==> src/rtl/boot_seq_pkg.sv <==
package boot_seq_pkg;
  localparam logic [15:0] CODE_WARM_RST = 16'h00F0;
  localparam logic [15:0] CODE_ARM_LOAD = 16'h00E0;
  localparam logic [15:0] CODE_READ_ID  = 16'h0090;
  localparam logic [15:0] CODE_CONFIRM  = 16'h0000;

  localparam int ID_WORDS  = 3;
  localparam int ID_IDX_W  = 2;
  localparam int CNT_W     = 3;
  localparam int PAGE_STEP = 4;
  localparam int FULL_PAGE = 4;

  typedef struct packed {
    logic        hi;   // block bit 15 selects the density mask
    logic [11:0] lo;   // block bits 11:0
  } blk_fields_t;
endpackage

==> src/rtl/boot_sect_calc.sv <==
module boot_sect_calc
  import boot_seq_pkg::*;
#(
  parameter int BLK_FIELD_W = 14,
  localparam int SEC_W = BLK_FIELD_W + 8
) (
  input  blk_fields_t            blk,
  input  logic [7:0]             page,
  input  logic [BLK_FIELD_W-1:0] dmask,
  output logic [SEC_W-1:0]       sector
);
  logic [BLK_FIELD_W-1:0] bf;

  always_comb begin
    bf = {{(BLK_FIELD_W-12){1'b0}}, blk.lo} | (blk.hi ? dmask : '0);
    // page[1:0] plus page[7:2] and the block field stacked above:
    // the additions never overlap, so they reduce to concatenation.
    sector = {bf, page[7:2], page[1:0]};
  end
endmodule

==> src/rtl/boot_id_stream.sv <==
module boot_id_stream
  import boot_seq_pkg::*;
(
  input  logic                   clk,
  input  logic                   rst_n,
  input  logic                   start,
  input  logic [ID_WORDS*8-1:0]  bytes_in,
  input  logic                   ready,
  output logic                   valid,
  output logic [ID_IDX_W-1:0]    addr,
  output logic [15:0]            data
);
  logic [ID_WORDS-1:0][7:0] cap;
  logic [ID_IDX_W-1:0]      idx;
  logic                     act;

  always_ff @(posedge clk or negedge rst_n) begin
    if (!rst_n) begin
      act <= 1'b0;
      idx <= '0;
      cap <= '0;
    end else if (start && !act) begin
      act <= 1'b1;
      idx <= '0;
      cap <= bytes_in;
    end else if (act && ready) begin
      if (idx == ID_IDX_W'(ID_WORDS - 1)) act <= 1'b0;
      else                               idx <= idx + 1'b1;
    end
  end

  always_comb begin
    data = '0;
    for (int i = 0; i < ID_WORDS; i++)
      if (idx == ID_IDX_W'(i)) data = {8'h00, cap[i]};
  end

  assign valid = act;
  assign addr  = idx;
endmodule

==> src/rtl/boot_cmd_seq.sv <==
module boot_cmd_seq
  import boot_seq_pkg::*;
#(
  parameter logic [15:0] BOOT_LO_END  = 16'h01FF,
  parameter logic [15:0] BOOT_HI_BASE = 16'h8000,
  parameter logic [15:0] BOOT_HI_END  = 16'h800F,
  parameter logic [15:0] REG_BLK      = 16'hF100,
  parameter logic [15:0] REG_PAGE     = 16'hF107,
  parameter logic [15:0] REG_SBUF     = 16'hF200,
  parameter int BLK_FIELD_W = 14,
  localparam int SEC_W = BLK_FIELD_W + 8
) (
  input  logic                   clk,
  input  logic                   rst_n,
  input  logic                   wr_en,
  input  logic [15:0]            wr_addr,
  input  logic [15:0]            wr_data,
  input  logic [7:0]             mfr_lo,
  input  logic [7:0]             dev_lo,
  input  logic [7:0]             wp_lo,
  input  logic [BLK_FIELD_W-1:0] dens_mask,
  output logic                   ld_valid,
  input  logic                   ld_ready,
  output logic [SEC_W-1:0]       ld_sector,
  output logic [CNT_W-1:0]       ld_count,
  output logic                   bw_valid,
  input  logic                   bw_ready,
  output logic [ID_IDX_W-1:0]    bw_addr,
  output logic [15:0]            bw_data,
  output logic                   rst_req,
  output logic [SEC_W-1:0]       cur_sector,
  output logic [3:0]             sbuf_sel,
  output logic [CNT_W-1:0]       sbuf_count
);
  blk_fields_t blk_q;
  logic [7:0]  page_q;
  logic [3:0]  sbuf_sel_q;
  logic [1:0]  sbuf_cnt_q;
  logic        armed_q;
  logic        in_boot, boot_wr, id_start, id_busy;

  boot_sect_calc #(.BLK_FIELD_W(BLK_FIELD_W)) u_calc (
    .blk    (blk_q),
    .page   (page_q),
    .dmask  (dens_mask),
    .sector (cur_sector)
  );

  boot_id_stream u_id (
    .clk      (clk),
    .rst_n    (rst_n),
    .start    (id_start),
    .bytes_in ({wp_lo, dev_lo, mfr_lo}),
    .ready    (bw_ready),
    .valid    (bw_valid),
    .addr     (bw_addr),
    .data     (bw_data)
  );

  assign id_busy  = bw_valid;
  assign in_boot  = (wr_addr <= BOOT_LO_END) ||
                    ((wr_addr >= BOOT_HI_BASE) && (wr_addr <= BOOT_HI_END));
  assign boot_wr  = wr_en && in_boot && !id_busy;
  assign id_start = boot_wr && !armed_q && (wr_data == CODE_READ_ID);

  always_ff @(posedge clk or negedge rst_n) begin
    if (!rst_n) begin
      blk_q      <= '0;
      page_q     <= '0;
      sbuf_sel_q <= '0;
      sbuf_cnt_q <= '0;
      armed_q    <= 1'b0;
      ld_valid   <= 1'b0;
      ld_sector  <= '0;
      rst_req    <= 1'b0;
    end else begin
      rst_req <= 1'b0;
      if (ld_valid && ld_ready) ld_valid <= 1'b0;

      if (wr_en && wr_addr == REG_BLK)  blk_q  <= '{hi: wr_data[15], lo: wr_data[11:0]};
      if (wr_en && wr_addr == REG_PAGE) page_q <= wr_data[7:0];
      if (wr_en && wr_addr == REG_SBUF) begin
        sbuf_sel_q <= wr_data[11:8];
        sbuf_cnt_q <= wr_data[1:0];
      end

      if (boot_wr) begin
        if (armed_q) begin
          armed_q <= 1'b0;
          if (wr_data == CODE_CONFIRM && !ld_valid) begin
            ld_valid  <= 1'b1;
            ld_sector <= cur_sector;
            page_q    <= page_q + 8'(PAGE_STEP);
          end
        end else if (wr_data == CODE_WARM_RST) begin
          rst_req    <= 1'b1;
          blk_q      <= '0;
          page_q     <= '0;
          sbuf_sel_q <= '0;
          sbuf_cnt_q <= '0;
          ld_valid   <= 1'b0;
        end else if (wr_data == CODE_ARM_LOAD) begin
          armed_q <= 1'b1;
        end
      end
    end
  end

  assign ld_count   = CNT_W'(FULL_PAGE);
  assign sbuf_sel   = sbuf_sel_q;
  assign sbuf_count = (sbuf_cnt_q == 2'd0) ? CNT_W'(FULL_PAGE) : {1'b0, sbuf_cnt_q};
endmodule

==> config.mk <==
export PLATFORM = sky130hd
export DESIGN_NAME = boot_cmd_seq
export DESIGN_NICKNAME = d
export VERILOG_FILES = /design/src/rtl/boot_seq_pkg.sv /design/src/rtl/boot_sect_calc.sv /design/src/rtl/boot_id_stream.sv /design/src/rtl/boot_cmd_seq.sv
export SDC_FILE = /design/constraint.sdc
export NUM_CORES = 1
export LEC_CHECK = 0
export BUFFER_PORTS_ARGS = -buffer_cell sky130_fd_sc_hd__buf_2
export CORE_AREA = 3 3 97 99
export DETAILED_ROUTE_END_ITERATION = 6
export DIE_AREA = 0 0 100 102
export PLACE_DENSITY = 0.75
export SYNTH_ARGS = -nofsm -noshare
export SYNTH_HDL_FRONTEND = slang
export SYNTH_SLANG_ARGS = --single-unit
==> constraint.sdc <==
create_clock -name clk -period 1.8 [get_ports clk]
set_clock_uncertainty 0.15 [all_clocks]
set_input_delay 0.36 -clock clk [delete_from_list [all_inputs] [get_ports clk]]
set_output_delay 0.36 -clock clk [all_outputs]
set_load 0.05 [all_outputs]
==> results.json <==
{
  "violations": "negative setup slack",
  "regArea_um2": 1980,
  "fp.dieW_um": 100,
  "routed-via-count": 3486,
  "required_ns": 1.88,
  "crit-reg2reg-launch": "ld_valid",
  "cpPeakStageDelay_ns": 0.62,
  "die_h_um": 102,
  "synth_area_leader_cell": "dfrtp_1",
  "cts.clk_slew.worst_paths_ns": 0.09,
  "worst-setup-path-type": "primary input to register",
  "drv_slew": 0,
  "dp_hpwl_um": 7690,
  "p_leak_uw": 0.00333,
  "yosysMostFrequentCell": "dfrtp_1",
  "ys_seq_area_share_pct": 52.6,
  "hold_path.startpoint": "dev_lo[7]",
  "dr.pass1.iters": 4,
  "root_buffer": "clkbuf_8",
  "coreArea_um2": 8640,
  "top_layer": "met4",
  "clock-sinks": 79,
  "maxCapViolations": 0,
  "fill_cells": 571,
  "drt-met1-wl_um": 4630,
  "hold_viol_final": 0,
  "powerDensity_nw_per_um2": 565,
  "gp_congestion": 0.815,
  "setup_viol": 87,
  "worst_slack_ns": -0.532,
  "wl_met2_um": 6250,
  "dieArea_um2": 10200,
  "fin_crit_sh_pct": 130,
  "crit_arrival_ns": 2.42,
  "synth.avg_cell_area_um2": 11.1,
  "critical_path.startpoint": "wr_addr[7]",
  "rsz0062_at_grt": "true",
  "fp-row-count": 34,
  "wire_per_inst_um": 18.0,
  "status": "finished, violations left",
  "grt.overflow.total": 0,
  "ioPinCount": 150,
  "drc": 0,
  "min_period_ns": 2.33,
  "start_util_pct": 43.5,
  "vias_per_cell": 5.25,
  "antenna_cells": 0,
  "grt_max_degree": 31,
  "cts_tree": "yes",
  "fmax_mhz": 429,
  "start_kind": "primary input",
  "synth_edf_count": 0,
  "netlist_instances": 339,
  "min_path_type": "primary input to register",
  "wl_met3_um": 760,
  "first_iter_violations": 112,
  "multi_input_area_um2": 2130,
  "ys_ff_latch": 79,
  "antenna_found_initial": 0,
  "final_area_um2": 6220,
  "critPathCaptureType": "register",
  "crit_path_cell_trace": "buf_6, or4_4, o21a_1, buf_6, or4_4, buf_12, mux2_4",
  "peakVddDrop_v": 0.000423,
  "synthTopCellsByCount": "dfrtp_1, nand2_1, mux2_1",
  "cts_made_buffers": 9,
  "synthToLayoutAreaGrowth_pct": 65.5,
  "port_buffers": 138,
  "synthesis.area_um2": 3760,
  "ant_nets": 0,
  "critPathMaxFanout": 8,
  "synthArstFlopShare_pct": 100,
  "grt_usage_pct": 23.3,
  "drt-total-wl_um": 12000,
  "yosys_warnings": 0,
  "grt_pass1_vias": 3782,
  "htree_levels": 3,
  "yosysUniqueCellTypes": 41,
  "clk_latency_ns": 0.35,
  "dpl-instance-area_um2": 5230,
  "synthFlopType": "dfrtp_1",
  "yosysTopAreaCellShare_pct": 52.6,
  "drive_above_1_share_pct": 60.3,
  "nNetsFinal": 630,
  "synth_area_leaders": "dfrtp_1, mux2_1, mux2i_1",
  "setup-tns-final_ns": -38.80,
  "cts_buffer_depth": 2,
  "slowest_stage": "or4_4",
  "grt_pass1_wl_um": 18700
}
-- area by class of cell --
type / instances / area share (%)
clock buffers: 9 / 1.99
multi-input cells: 237 / 34.2
flip-flops and latches: 79 / 31.8
inverters: 5 / 0.382
well taps: 108 / 2.17
repair buffers: 219 / 27.9
clock inverters: 7 / 1.57
-- worst max-delay path: cells and delay by family --
family	cells	cell delay, ns
simple gates	2	1.14
mux	1	0.30
compound gates	1	0.20
buf+inv	3	0.41
-- report_power, final --
part	internal, uW	switching [uW]	total, uW
Combinational	112	153	266
Sequential	1770	0.211	1770
Clock	783	692	1480
-- placed cells by master, fill, tap and decap left out, types with 3 or more instances in the layout --
cell type and instances:
a21o_1 14, a21oi_1 3, a22oi_2 7, buf_12 9
buf_16 3, buf_2 113, buf_4 48, buf_6 42
clkbuf_8 9, conb_1 11, dfrtp_1 77, ha_4 3
inv_1 3, mux2_4 38, mux2i_1 21, nand2_1 29
nand2_2 8, nand3_1 6, nand4b_1 3, nor2_1 26
nor2_4 4, nor2b_4 3, nor3_2 3, o21ai_1 5
o21ai_2 4, o21ai_4 8, or4_4 3
-- cell families after synthesis --
family / share of synthesized area, %
DFF: 52.6
AOI/OAI and AO/OA: 7.66
muxes: 17.5
xor gates and xnor gates: 0.233
other: 0.200
buffers and inverters: 4.86
and+or+nand+nor: 15.6
adders and majority gates: 1.33
-- routing by layer --
layer	global-route usage [%]	up-vias
li1	-	1586
met3	3.07	29
met1	29.6	1728
met2	40.8	143
met4	9.12	0
met5	0	-
-- through the flow --
stage               instances  worst slack (ns)  utilization [%]  hold slack, ns  power [uW]
floorplan                 348            -0.736                -         -0.0856        1900
global placement          626            -0.857             60.5           0.171        2060
detailed placement        626            -0.893             60.5           0.183        2060
CTS                       664            -0.499             70.6          0.0804        3530
global route              664            -0.584             72.0          0.0852        3650
finish                    664            -0.532             72.0          0.0892        3510
-- timing repair --
item | CTS | global route
gates resized for setup | 89 | 46
cloned | 6 | 0
endpoints found under the hold margin | 28 | 0
endpoints found under the setup margin | 98 | 100
hold buffers | 1 | 0
buffers inserted | 15 | 4
pin swaps | 38 | 39
-- path summary, 6_finish.rpt --
path / endpoint / slack [ns] / cells past startpoint
worst min register to register: ld_sector[3] / 0.34 / 2
worst max register to register: ld_sector[17] / -0.35 / 5
worst max-delay path: ld_sector[17] / -0.53 / 7
min in group asynchronous: u_id.cap[0] / 0.35 / 2
worst min-delay path: u_id.cap[15] / 0.09 / 2
max in group asynchronous: ld_sector[1] / 0.64 / 3
-- registers in the layout, summed over array words and instances, names as in the netlist --
name        cells
ld_valid        1
sbuf_cnt_q      2
page_q          8
u_id.valid      1
sbuf_sel        4
ld_sector      22
u_id.cap       24
blk_q          13
armed_q         1
u_id.addr       2
rst_req         1
Note: power is estimated with default switching activity, not from simulation.
